### config.mk
export PLATFORM = sky130hd
export DESIGN_NAME = ctl_shadow_reg
export DESIGN_NICKNAME = d
export VERILOG_FILES = /design/src/rtl/ctl_shadow_pkg.sv /design/src/rtl/ctl_field_sanitize.sv /design/src/rtl/ctl_aux_lock.sv /design/src/rtl/ctl_shadow_reg.sv
export SDC_FILE = /design/constraint.sdc
export NUM_CORES = 1
export LEC_CHECK = 0
export CORE_UTILIZATION = 35
export CTS_CLUSTER_SIZE = 30
export DETAILED_ROUTE_END_ITERATION = 8
export HOLD_SLACK_MARGIN = 0.1
export PLACE_DENSITY = 0.69
export SKIP_CTS_REPAIR_TIMING = 1
export SYNTH_ARGS = -nofsm -noshare
export SYNTH_HDL_FRONTEND = slang
export SYNTH_SLANG_ARGS = --single-unit
export TNS_END_PERCENT = 1
### constraint.sdc
create_clock -name clk_i -period 2.35 [get_ports clk_i]
set_input_delay 0.705 -clock clk_i [delete_from_list [all_inputs] [get_ports clk_i]]
set_output_delay 0.705 -clock clk_i [all_outputs]
set_load 0.05 [all_outputs]
### src/rtl/ctl_shadow_pkg.sv
package ctl_shadow_pkg;

    localparam int WORD_W   = 32;
    localparam int CFG_W    = 16;

    localparam int OP_LSB   = 0;
    localparam int OP_W     = 2;
    localparam int MODE_LSB = 2;
    localparam int MODE_W   = 6;
    localparam int KL_LSB   = 8;
    localparam int KL_W     = 3;
    localparam int SL_BIT   = 11;
    localparam int RATE_LSB = 12;
    localparam int RATE_W   = 3;
    localparam int MAN_BIT  = 15;

    localparam logic [OP_W-1:0]   OP_ENC    = 2'b01;
    localparam logic [MODE_W-1:0] MODE_NONE = 6'b100000;
    localparam logic [KL_W-1:0]   KL_192    = 3'b010;
    localparam logic [KL_W-1:0]   KL_256    = 3'b100;
    localparam logic [RATE_W-1:0] RATE_ONE  = 3'b001;

    typedef struct packed {
        logic              armed;
        logic [WORD_W-1:0] stage;
        logic [CFG_W-1:0]  cfg;
        logic              err;
        logic              nm;
    } shadow_state_t;

    typedef struct packed {
        logic [1:0] val;
        logic       unlocked;
    } aux_state_t;

endpackage

### src/rtl/ctl_field_sanitize.sv
module ctl_field_sanitize
    import ctl_shadow_pkg::*;
#(
    parameter bit ALLOW_192 = 1'b1
) (
    input  logic [CFG_W-1:0] raw_i,
    output logic [CFG_W-1:0] clean_o
);

    logic [OP_W-1:0]   op_raw;
    logic [MODE_W-1:0] mode_raw;
    logic [KL_W-1:0]   kl_raw;
    logic [RATE_W-1:0] rate_raw;
    logic [KL_W-1:0]   kl_clean;

    assign op_raw   = raw_i[OP_LSB   +: OP_W];
    assign mode_raw = raw_i[MODE_LSB +: MODE_W];
    assign kl_raw   = raw_i[KL_LSB   +: KL_W];
    assign rate_raw = raw_i[RATE_LSB +: RATE_W];

    generate
        if (ALLOW_192) begin : g_kl_full
            assign kl_clean = $onehot(kl_raw) ? kl_raw : KL_256;
        end else begin : g_kl_no192
            assign kl_clean = ($onehot(kl_raw) && (kl_raw != KL_192)) ? kl_raw : KL_256;
        end
    endgenerate

    always_comb begin
        clean_o                      = raw_i;
        clean_o[OP_LSB   +: OP_W]    = $onehot(op_raw)   ? op_raw   : OP_ENC;
        clean_o[MODE_LSB +: MODE_W]  = $onehot(mode_raw) ? mode_raw : MODE_NONE;
        clean_o[KL_LSB   +: KL_W]    = kl_clean;
        clean_o[RATE_LSB +: RATE_W]  = $onehot(rate_raw) ? rate_raw : RATE_ONE;
    end

endmodule

### src/rtl/ctl_aux_lock.sv
module ctl_aux_lock
    import ctl_shadow_pkg::*;
#(
    parameter logic [1:0] AUX_RESET = 2'b01
) (
    input  logic       clk_i,
    input  logic       rst_ni,
    input  logic       aux_wr_en_i,
    input  logic [1:0] aux_wdata_i,
    input  logic       lock_wr_en_i,
    input  logic       lock_wdata_i,
    output logic [1:0] aux_o,
    output logic       unlocked_o
);

    aux_state_t st_d, st_q;

    always_comb begin
        st_d = st_q;
        if (aux_wr_en_i && st_q.unlocked) begin
            st_d.val = aux_wdata_i;
        end
        if (lock_wr_en_i && !lock_wdata_i) begin
            st_d.unlocked = 1'b0;
        end
    end

    always_ff @(posedge clk_i or negedge rst_ni) begin
        if (!rst_ni) begin
            st_q.val      <= AUX_RESET;
            st_q.unlocked <= 1'b1;
        end else begin
            st_q <= st_d;
        end
    end

    assign aux_o      = st_q.val;
    assign unlocked_o = st_q.unlocked;

endmodule

### src/rtl/ctl_shadow_reg.sv
module ctl_shadow_reg
    import ctl_shadow_pkg::*;
#(
    parameter bit              ALLOW_192 = 1'b1,
    parameter logic [15:0]     RESET_CFG = 16'h1181,
    parameter logic [1:0]      AUX_RESET = 2'b01
) (
    input  logic        clk_i,
    input  logic        rst_ni,
    input  logic        idle_i,
    input  logic        wr_en_i,
    input  logic        rd_en_i,
    input  logic [31:0] wdata_i,
    input  logic        aux_wr_en_i,
    input  logic [1:0]  aux_wdata_i,
    input  logic        lock_wr_en_i,
    input  logic        lock_wdata_i,
    output logic [15:0] cfg_o,
    output logic [1:0]  op_o,
    output logic [5:0]  mode_o,
    output logic [2:0]  keylen_o,
    output logic        sideload_o,
    output logic [2:0]  rate_o,
    output logic        manual_o,
    output logic        upd_err_o,
    output logic        new_msg_o,
    output logic [1:0]  aux_o,
    output logic        aux_unlocked_o
);

    shadow_state_t    sh_d, sh_q;
    logic [CFG_W-1:0] clean_w;
    logic             wr_ok;

    ctl_field_sanitize #(
        .ALLOW_192 (ALLOW_192)
    ) u_san (
        .raw_i   (wdata_i[CFG_W-1:0]),
        .clean_o (clean_w)
    );

    assign wr_ok = wr_en_i && idle_i;

    always_comb begin
        sh_d    = sh_q;
        sh_d.nm = 1'b0;
        if (wr_ok) begin
            if (sh_q.armed && !rd_en_i) begin
                sh_d.armed = 1'b0;
                if (wdata_i == sh_q.stage) begin
                    sh_d.cfg = clean_w;
                    sh_d.nm  = 1'b1;
                    sh_d.err = 1'b0;
                end else begin
                    sh_d.err = 1'b1;
                end
            end else begin
                sh_d.armed = 1'b1;
                sh_d.stage = wdata_i;
            end
        end else if (rd_en_i) begin
            sh_d.armed = 1'b0;
        end
    end

    always_ff @(posedge clk_i or negedge rst_ni) begin
        if (!rst_ni) begin
            sh_q.armed <= 1'b0;
            sh_q.stage <= '0;
            sh_q.cfg   <= RESET_CFG;
            sh_q.err   <= 1'b0;
            sh_q.nm    <= 1'b0;
        end else begin
            sh_q <= sh_d;
        end
    end

    ctl_aux_lock #(
        .AUX_RESET (AUX_RESET)
    ) u_aux (
        .clk_i        (clk_i),
        .rst_ni       (rst_ni),
        .aux_wr_en_i  (aux_wr_en_i),
        .aux_wdata_i  (aux_wdata_i),
        .lock_wr_en_i (lock_wr_en_i),
        .lock_wdata_i (lock_wdata_i),
        .aux_o        (aux_o),
        .unlocked_o   (aux_unlocked_o)
    );

    assign cfg_o      = sh_q.cfg;
    assign op_o       = sh_q.cfg[OP_LSB   +: OP_W];
    assign mode_o     = sh_q.cfg[MODE_LSB +: MODE_W];
    assign keylen_o   = sh_q.cfg[KL_LSB   +: KL_W];
    assign sideload_o = sh_q.cfg[SL_BIT];
    assign rate_o     = sh_q.cfg[RATE_LSB +: RATE_W];
    assign manual_o   = sh_q.cfg[MAN_BIT];
    assign upd_err_o  = sh_q.err;
    assign new_msg_o  = sh_q.nm;

endmodule

# After elaboration in Yosys (flattened, before gate mapping)
# Index checks and enable logic that the tools add are counted.
[classes] n_addsub=10 n_mul=0 n_div=0 n_lt_le_gt_ge=0 n_eq_ne=5 shifts=0 mux=11 bitwise=1 reduce_logical=10
[ops] operator="$eq 32x32->1" count=1
[ops] operator="$add 1x1->2" count=6
[ops] operator="$mux 1" count=7
[ops] operator="$add 3x3->3" count=2
[ops] operator="$eq 2x1->1 const B" count=3
[ops] operator="$mux 3" count=2
[ops] operator="$mux 6" count=1
[ops] operator="$add 2x1->2" count=2
[ops] operator="$logic_and 1x1->1" count=4
[ops] operator="$reduce_and 2->1" count=2
[ops] operator="$eq 3x1->1 const B" count=1
[ops] operator="$reduce_and 3->1" count=1
[ops] operator="$logic_not 1->1" count=2
[ops] operator="$mux 2" count=1
[ops] operator="$reduce_bool 2->1" count=1
[ops] operator="$not 1->1" count=1
[word_totals] register_bits=54 latchBits=0 mem_bits_rw=0 rom_bits=0 inputBits=42 out_inout_bits=37 elab_cells=44 mem_count=0

# Depth between registers and ports, before layout
# Gate-level depths: netlist (run 1).
[logic_depth] depth_word=5 depth_mapped=9 depth_no_buf=9

# Modules after synthesis
# Synthesis (run 1) repeated with hierarchy kept, for this count alone.
[hier_totals] hier_cells=232 hier_area_um2=3012.9
[modules_own_cells] mod="ctl_shadow_reg" n_inst=1 cells_per_inst=188 area_per_inst_um2=2566.2 seq_area_each_um2=1281.2
[modules_own_cells] mod="ctl_field_sanitize" n_inst=1 cells_per_inst=36 area_per_inst_um2=317.8 seq_area_each_um2=0.0
[modules_own_cells] mod="ctl_aux_lock" n_inst=1 cells_per_inst=8 area_per_inst_um2=128.9 seq_area_each_um2=77.6

# Least setup slack after synthesis (run 1)
# No wires, ideal clock.
[synth_path] path_type="input-to-reg" start="input wdata_i[6]" end="register sh_q, in the netlist cfg_o[7]" setup_ps=82 arrival_time_ps=2438 required_ps=2268 setup_slack_ps=-170 cell_stages=7 path_buffers=0 path_cell_list="ha_1 > fa_1 > ha_1 > xor2_1 > nor3_1 > nand2b_1 > mux2_2"
[synth_via] elab_chain_len=4 word_cells_on_any_way=6 cone_classes="add/sub: 2; eq/ne: 2; mux: 1; reduce/logical: 1"
[synth_lines] item="from (decl)" line_no="ctl_shadow_reg.sv:13" rtl="input logic [31:0] wdata_i,"
[synth_lines] item="$add 1x1->2 (not written as such)" line_no="ctl_field_sanitize.sv:32" rtl="clean_o[MODE_LSB +: MODE_W] = $onehot(mode_raw) ? mode_raw : MODE_NONE;"
[synth_lines] item="$add 3x3->3 (not written as such)" line_no="ctl_field_sanitize.sv:32"
[synth_lines] item="$eq 3x1->1" line_no="ctl_field_sanitize.sv:32"
[synth_lines] item="$mux 6" line_no="ctl_field_sanitize.sv:32"
[synth_lines] item="to (decl)" line_no="ctl_shadow_reg.sv:31" rtl="shadow_state_t sh_d, sh_q;"
# Parallel ways exist; a longest one is shown, timed or not.
# A chain may end at the register's enable or synchronous reset.

# Final worst setup path (run 1)
# Same ends and word-level chain as after synthesis.

==> results.yml, run 1 <==
sta:
  fin_tns_setup_ps: 0
  setup_viol: 0
  slew_headroom: 0.663
  setup_ws_ps: 70.6
  final.min_clock_period_ps: 2280
  finalHoldViolations: 0
  slew_violations: 0
  worst_pin_slew_ps: 504
  fin_worst_skew_ps: 14.9
  max_freq_mhz: 439
  fin_crit_sh: 0.970
  rsz0062_at_grt: "no"
setup_path:
  crit_path_frequent_cell: "ha_1"
  cp_slowest_cell: "fa_1"
  endpoint_kind: "register"
  cp.arrival_ps: 2530
  path_delay_family: "adder cells"
  start_kind: "input pin"
  max_stage_delay_ps: 500
  cp_cell_sequence: "dlymetal6s2s_1 -> ha_1 -> fa_1 -> ha_1 -> xor2_1 -> nor3_4 -> nand2b_1 -> mux2_2"
  worst-setup-path-type: "input pin to register"
  critPathRequiredTime_ps: 2600
  critPathMaxFanout: 4
  critPathBufInv: 1
cts:
  insertion_delay_ps: 310
  ctsHtreeMaxLevel: 2
  cts_tree: "yes"
  clk_path_buf_depth: 2
  cts_root_buf: "clkbuf_8"
  clk_pin_slew_ps: 110
  numCtsBuffers: 5
  clock_sinks: 54
grt:
  track_usage: 0.139
  grt_pass1_vias: 1992
  grt_overflow_total: 0
  antenna_found_initial: 0
  grt_pass1_wl_um: 9260
  grt_max_degree: 33
die:
  die_x_um: 93.0
  die_area_mm2: 0.00864
  dieHeight_um: 93.0
  ios: 79
  start_util: 0.369
  rows: 32
  core_mm2: 0.00785
yosys:
  yosysUniqueCellTypes: 26
  synth_top_area_frac: 0.415
  ys_seq_area_frac: 0.469
  synth_edf_count: 0
  synth_fp_nets: 291
  yosys.area.top_type: "dfrtp_1"
  netlist_instances: 241
  syn-mean-instance-area_um2: 12.0
  netlist_area_mm2: 0.00290
  ys.flop_type: "dfrtp_1"
  yosys_warnings: 0
  synth_area_leaders: "dfrtp_1, mux2_2, buf_4"
  async_flop_share: 1.00
  synth_seq_cells: 54
finish:
  fillCellCount: 735
  fin_util: 0.515
  layout_common_cells: "dfrtp_1, mux2_2, buf_4"
  antennaDiodeCount: 0
  final_common_cell: "dfrtp_1"
  fin_nets: 371
  area_growth_pct: 39.7
  drive_above_1_share: 0.335
  final_cells: 424
power:
  comb_power_share: 0.231
  finalPower_uw: 2270
  intPower_uw: 1670
  netSwitchingPower_uw: 607
  p_leak_uw: 0.00204
  pwr-share-seq: 0.489
  peakVddDrop_v: 0.000349
  powerDensity_mw_per_mm2: 562
  pwr-share-clk: 0.280
  netSwitchingFraction: 0.267
min_path:
  holdCritPathClass: "input pin to async pin"
run_status:
  status: "complete, no violations"
route:
  drt-initial-drc-count: 30
  drt-pass1-iter-count: 4
  drc: 0
  routedWlPerCell_um: 13.4
  vias_per_cell: 4.47
  ant_nets: 0
  drt_wl_total_um: 5660
  via_count: 1897
job:
  drv_cap: 0
placed_design:
  place_hpwl_um: 4390
  io_buffer_count: 78
  dp.cells: 415
  dp_slack_ps: -628
  gp_congestion: 0.737
-- power groups by stage --
stage	clock, µW	sequential (µW)	combinational (µW)
2_1_floorplan	0	1110	294
6_report	636	1110	526
3_5_place_dp	0	1130	505
4_1_cts	658	1110	508
5_1_grt	696	1130	585
3_3_place_gp	0	1120	492
-- cell families after synthesis --
| family | count (synthesis) | share of synthesized area |
|---|---|---|
| xor+xnor | 34 | 0.103 |
| flops | 54 | 0.469 |
| simple gates | 37 | 0.0743 |
| fa+ha+maj | 8 | 0.0449 |
| buf+inv | 56 | 0.114 |
| mux | 50 | 0.190 |
| compound gates | 2 | 0.00432 |
-- final timing paths --
| check | start | endpoint | slack, ps | cells past startpoint |
|---|---|---|---|---|
| min in group clk_i | cfg_o[8] | cfg_o[8] | 480 | 2 |
| worst min-delay path | rst_ni | cfg_o[6] | 340 | 1 |
| worst max register to register | sh_q[46] | cfg_o[1] | 300 | 7 |
| worst min register to register | cfg_o[8] | cfg_o[8] | 480 | 2 |
| worst max-delay path | wdata_i[6] | cfg_o[7] | 70 | 8 |
| max in group asynchronous | rst_ni | u_aux.aux_o[0] | 1310 | 2 |
-- per-layer routing --
layer	part of all wire	global-route usage	vias to the layer above
met2	0.49	0.238	51
met5	0	0	-
met1	0.45	0.179	920
met4	0.0064	0.0308	0
met3	0.046	0.0287	5
li1	-	-	921
-- cells in the mapped netlist (all sizes together), types with 3 or more instances --
cell,instances
buf,31
clkbuf,3
dfrtp,48
dfstp,6
fa,4
ha,4
inv,22
mux2,40
mux2i,10
nand2,14
nand4,3
nor2b,4
nor4,5
xnor2,15
xor2,19
-- sequential cells by signal, summed over array words and instances, names as in the netlist --
register / count
sh_q: 33
cfg_o: 16
u_aux.aux_o: 2
new_msg_o: 1
u_aux.unlocked_o: 1
upd_err_o: 1
-- cell type report --
type                    instances  area (µm²)  share of cell area
flip-flops and latches         54        1360               0.336
repair buffers                107        1070               0.264
inverters                      22        82.6              0.0204
multi-input cells             131        1290               0.320
clock inverters                 3        43.8              0.0108
well taps                     102         128              0.0316
clock buffers                   5        68.8              0.0170
-- through the flow --
step | instance area (µm²) | hold slack, ps
2_1_floorplan | 2910 | 409
3_3_place_gp | 3760 | 466
3_5_place_dp | 3760 | 468
4_1_cts | 3870 | 351
5_1_grt | 4040 | 358
6_report | 4040 | 344
(Power assumes the default switching activity.)
==> run 2, diff against run 1 <==
- PLACE_DENSITY: 0.69 -> unset
==> run 2 against run 1 <==
Effect of this change: clock skew down 10 ps; cell count up 0.71%; count of clock-buffer cells in the layout up 1; die area unchanged; combinational power up 1%; worst hold slack better by 26 ps; wire length down 1.9%; sequential cell count unchanged; register-to-register slack worse by 20 ps; design area up 0.46%; utilization up 0.24 points; critical path depth up 1; critical endpoint unchanged.
==> results.yml, run 2 (synthesis results as in run 1) <==
grt:
  grt_pass1_vias: 1903
  grt_overflow_total: 0
  grt_max_degree: 55
  grt_pass1_wl_um: 8870
  track_usage: 0.133
  antenna_found_initial: 0
sta:
  worst_pin_slew_ps: 500
  fin_crit_sh: 0.957
  fin_worst_skew_ps: 4.84
  hold_ws_ps: 370
  setup_viol: 0
  max_freq_mhz: 445
  rsz0062_at_grt: "no"
  slew_headroom: 0.665
  finalHoldViolations: 0
  slew_violations: 0
  final.min_clock_period_ps: 2250
power:
  powerDensity_mw_per_mm2: 539
  peakVddDrop_v: 0.000303
  finalPower_uw: 2190
  p_leak_uw: 0.00204
die:
  dieHeight_um: 93.0
  rows: 32
  die_x_um: 93.0
  die_area_mm2: 0.00864
  core_mm2: 0.00785
  ios: 79
  start_util: 0.369
route:
  drt_wl_total_um: 5560
  drc: 0
  drt-initial-drc-count: 88
  ant_nets: 0
  vias_per_cell: 4.41
  via_count: 1883
  drt-pass1-iter-count: 3
  routedWlPerCell_um: 13.0
setup_path:
  worst-setup-path-type: "input pin to register"
  startpoint: "wdata_i[6]"
  endpoint_kind: "register"
  cp.arrival_ps: 2490
  critPathRequiredTime_ps: 2590
  critPathMaxFanout: 4
  r2r-start: "sh_q[23]"
  start_kind: "input pin"
cts:
  clk_path_buf_depth: 2
  clk_pin_slew_ps: 100
  cts_root_buf: "clkbuf_8"
  clock_sinks: 54
  ctsHtreeMaxLevel: 2
  numCtsBuffers: 5
  insertion_delay_ps: 300
  cts_tree: "yes"
job:
  drv_cap: 0
run_status:
  status: "complete, no violations"
placed_design:
  io_buffer_count: 78
  gp_congestion: 0.700
  place_hpwl_um: 4120
min_path:
  holdCritPathClass: "input pin to async pin"
finish:
  largest_reg_flops: 33
  fin_nets: 374
  area_growth_pct: 40.3
  regMostFlops: "sh_q"
  antennaDiodeCount: 0
  drive_above_1_share: 0.338
  layout_common_cells: "dfrtp_1, mux2_2, buf_4"
  final_common_cell: "dfrtp_1"
-- run 2: cell count changes in the layout (fill, tap and decap cells not counted), sizes merged --
cell / delta
buf: +3
bufinv: -1
clkbuf: +1
clkinvlp: +1
inv: -1
-- run 2: final timing paths --
path	endpoint	depth (start not counted)	slack (ps)
min	sh_q[27]	2	370
min reg2reg	cfg_o[8]	2	480
max in group asynchronous	cfg_o[12]	2	1670
min in group clk_i	cfg_o[8]	2	480
max reg2reg	cfg_o[10]	6	280
max	cfg_o[7]	9	100
-- run 2: layer usage --
layer | vias up | part of all wire | GRT usage
li1 | 923 | - | -
met1 | 908 | 0.46 | 0.175
met2 | 47 | 0.48 | 0.221
met3 | 5 | 0.046 | 0.0320
met4 | 0 | 0.0076 | 0.0308
met5 | - | 0 | 0
-- run 2: cell type report --
| cell class | count | area [µm²] |
|---|---|---|
| well taps | 102 | 128 |
| clock buffers | 6 | 82.6 |
| multi-input cells | 131 | 1290 |
| flip-flops and latches | 54 | 1360 |
| inverters | 22 | 82.6 |
| clock inverters | 2 | 12.5 |
| fillers | 716 | 3780 |
| repair buffers | 110 | 1100 |
-- run 2: power breakdown --
group / internal (µW) / switching (µW) / leakage [µW]
sequential: 1040 / 72.4 / 0.000613
combinational: 315 / 219 / 0.00138
clock: 238 / 308 / 0.0000472
-- run 2: metrics by stage --
stage | instance area (µm²) | std cells | TNS (ps) | utilization | setup slack (ps)
2_1_floorplan | 2910 | 241 | 0 | - | 3.43
3_3_place_gp | 3770 | 414 | -8490 | 0.480 | -546
3_5_place_dp | 3770 | 414 | -8870 | 0.480 | -576
4_1_cts | 3860 | 422 | -3240 | 0.492 | -231
5_1_grt | 4060 | 427 | 0 | 0.518 | 17.7
6_report | 4060 | 427 | 0 | 0.518 | 102
-- run 2: critical path: stages --
cell and delay, ps:
dlymetal6s2s_1 170, ha_1 300, inv_1 50, fa_1 420
inv_1 60, ha_1 240, nor3_4 220, nand2b_1 70
mux2_2 250
==> run 3, diff against run 2 <==
- CELL_PAD_IN_SITES_DETAIL_PLACEMENT: unset -> 1
- CELL_PAD_IN_SITES_GLOBAL_PLACEMENT: unset -> 2
- CORE_UTILIZATION: 35 -> 31
- CTS_CLUSTER_DIAMETER: unset -> 30
- MAX_ROUTING_LAYER: unset -> met4
- PLACE_DENSITY_LB_ADDON: unset -> 0.1
==> run 3 against run 2 <==
Effect of this change: setup slack got worse by 15 ps; non-clock buffer count rose by 1; clock power grew 0.7%; highest routed layer unchanged; register-to-register slack got worse by 80 ps; critical path depth fell by 3; via count rose by 4.6%; critical endpoint is now cfg_o[15]; critical path type unchanged; combinational power is 4% higher; design area is 1.0% higher.
==> results.yml, run 3 (synthesis results as in run 1) <==
run_status:
  status: "complete, no violations"
cts:
  insertion_delay_ps: 300
  cts_tree: "yes"
  clock_sinks: 54
  numCtsBuffers: 5
  clk_pin_slew_ps: 100
  ctsHtreeMaxLevel: 2
  clk_path_buf_depth: 2
  cts_root_buf: "clkbuf_8"
finish:
  final_cells: 434
  largest_reg_flops: 33
  layout_common_cells: "dfrtp_1, buf_4, mux2_2"
  regMostFlops: "sh_q"
  final_common_cell: "dfrtp_1"
  antennaDiodeCount: 0
  seq_area_mm2: 0.00136
  fillCellCount: 949
  drive_above_1_share: 0.365
  fin_nets: 375
  multi_input_area_mm2: 0.00134
  fin_util: 0.462
  area_growth_pct: 41.7
route:
  ant_nets: 0
  routedWlPerCell_um: 13.9
  via_count: 1970
  drt-pass1-iter-count: 4
  drt-initial-drc-count: 31
  drc: 0
  drt_wl_total_um: 6030
  vias_per_cell: 4.54
sta:
  fin_worst_skew_ps: 4.25
  setup_viol: 0
  rsz0062_at_grt: "no"
  finalHoldViolations: 0
  max_freq_mhz: 442
  slew_headroom: 0.665
  slew_violations: 0
  final.min_clock_period_ps: 2260
  worst_pin_slew_ps: 501
  fin_crit_sh: 0.963
setup_path:
  worst-setup-path-type: "input pin to register"
  start_kind: "input pin"
  startpoint: "wdata_i[13]"
  critPathRequiredTime_ps: 2550
  endpoint_kind: "register"
  cp.arrival_ps: 2460
  r2r-start: "sh_q[44]"
  critPathMaxFanout: 4
grt:
  antenna_found_initial: 0
  grt_overflow_total: 0
  grt_pass1_wl_um: 10000
  grt_max_degree: 55
  track_usage: 0.137
  grt_pass1_vias: 2076
die:
  dieHeight_um: 98.6
  core_mm2: 0.00889
  ios: 79
  rows: 34
  start_util: 0.326
  die_area_mm2: 0.00973
  die_x_um: 98.6
power:
  peakVddDrop_v: 0.000216
  powerDensity_mw_per_mm2: 540
  p_leak_uw: 0.00204
job:
  drv_cap: 0
placed_design:
  place_hpwl_um: 4480
  io_buffer_count: 78
  gp_congestion: 0.672
  dp.cells: 422
min_path:
  holdCritPathClass: "input pin to async pin"
## run 3: cell count changes in the layout (fill, tap and decap cells not counted), sizes merged
| cell | delta |
|---|---|
| clkinvlp | -1 |
| buf | +1 |
| clkbuf | +4 |
| dlymetal6s2s | -3 |
## run 3: layout make-up
type	count	area share
Clock buffer	7	0.0210
Clock inverter	1	0.00122
Inverter	22	0.0201
Multi-Input combinational cell	131	0.327
Sequential cell	54	0.331
Tap cell	108	0.0329
Timing Repair Buffer	111	0.266
## run 3: metal layers
metal | global-route usage | vias up | share of wire
met2 | 0.230 | 49 | 0.49
li1 | - | 930 | -
met1 | 0.165 | 986 | 0.45
met3 | 0.0291 | 5 | 0.043
met5 | - | - | 0
met4 | 0.0413 | 0 | 0.012
## run 3: stage by stage
step / area [µm²] / power [µW] / hold slack (ps) / setup TNS, ps / worst slack, ps
2_1_floorplan: 2910 / 1410 / 409 / 0 / 3.43
4_1_cts: 3890 / 2220 / 382 / -5600 / -387
6_report: 4100 / 2220 / 366 / 0 / 86.2
3_5_place_dp: 3790 / 1650 / 478 / -11420 / -738
3_3_place_gp: 3790 / 1630 / 466 / -11440 / -751
5_1_grt: 4100 / 2360 / 399 / 0 / 0.212
## run 3: power by group
part           internal [µW]  switching (µW)  leakage [µW]
logic                    325             226       0.00138
clock network            239             310     0.0000482
registers               1040            78.4      0.000613
## run 3: worst paths after layout
kind | endpoint | slack [ps] | depth (start not counted)
min in group clk_i | cfg_o[8] | 490 | 2
worst min register to register | cfg_o[8] | 490 | 2
worst min-delay path | cfg_o[9] | 370 | 2
max in group asynchronous | u_aux.aux_o[0] | 1650 | 2
worst max register to register | cfg_o[15] | 200 | 7
worst max-delay path | cfg_o[15] | 90 | 6
## run 3: worst max-delay path, stage by stage
cell             delay (ps)
clkdlybuf4s50_1         530
xnor2_2                 140
nand3_1                 160
nor4b_4                 420
buf_4                   210
mux2_4                  290
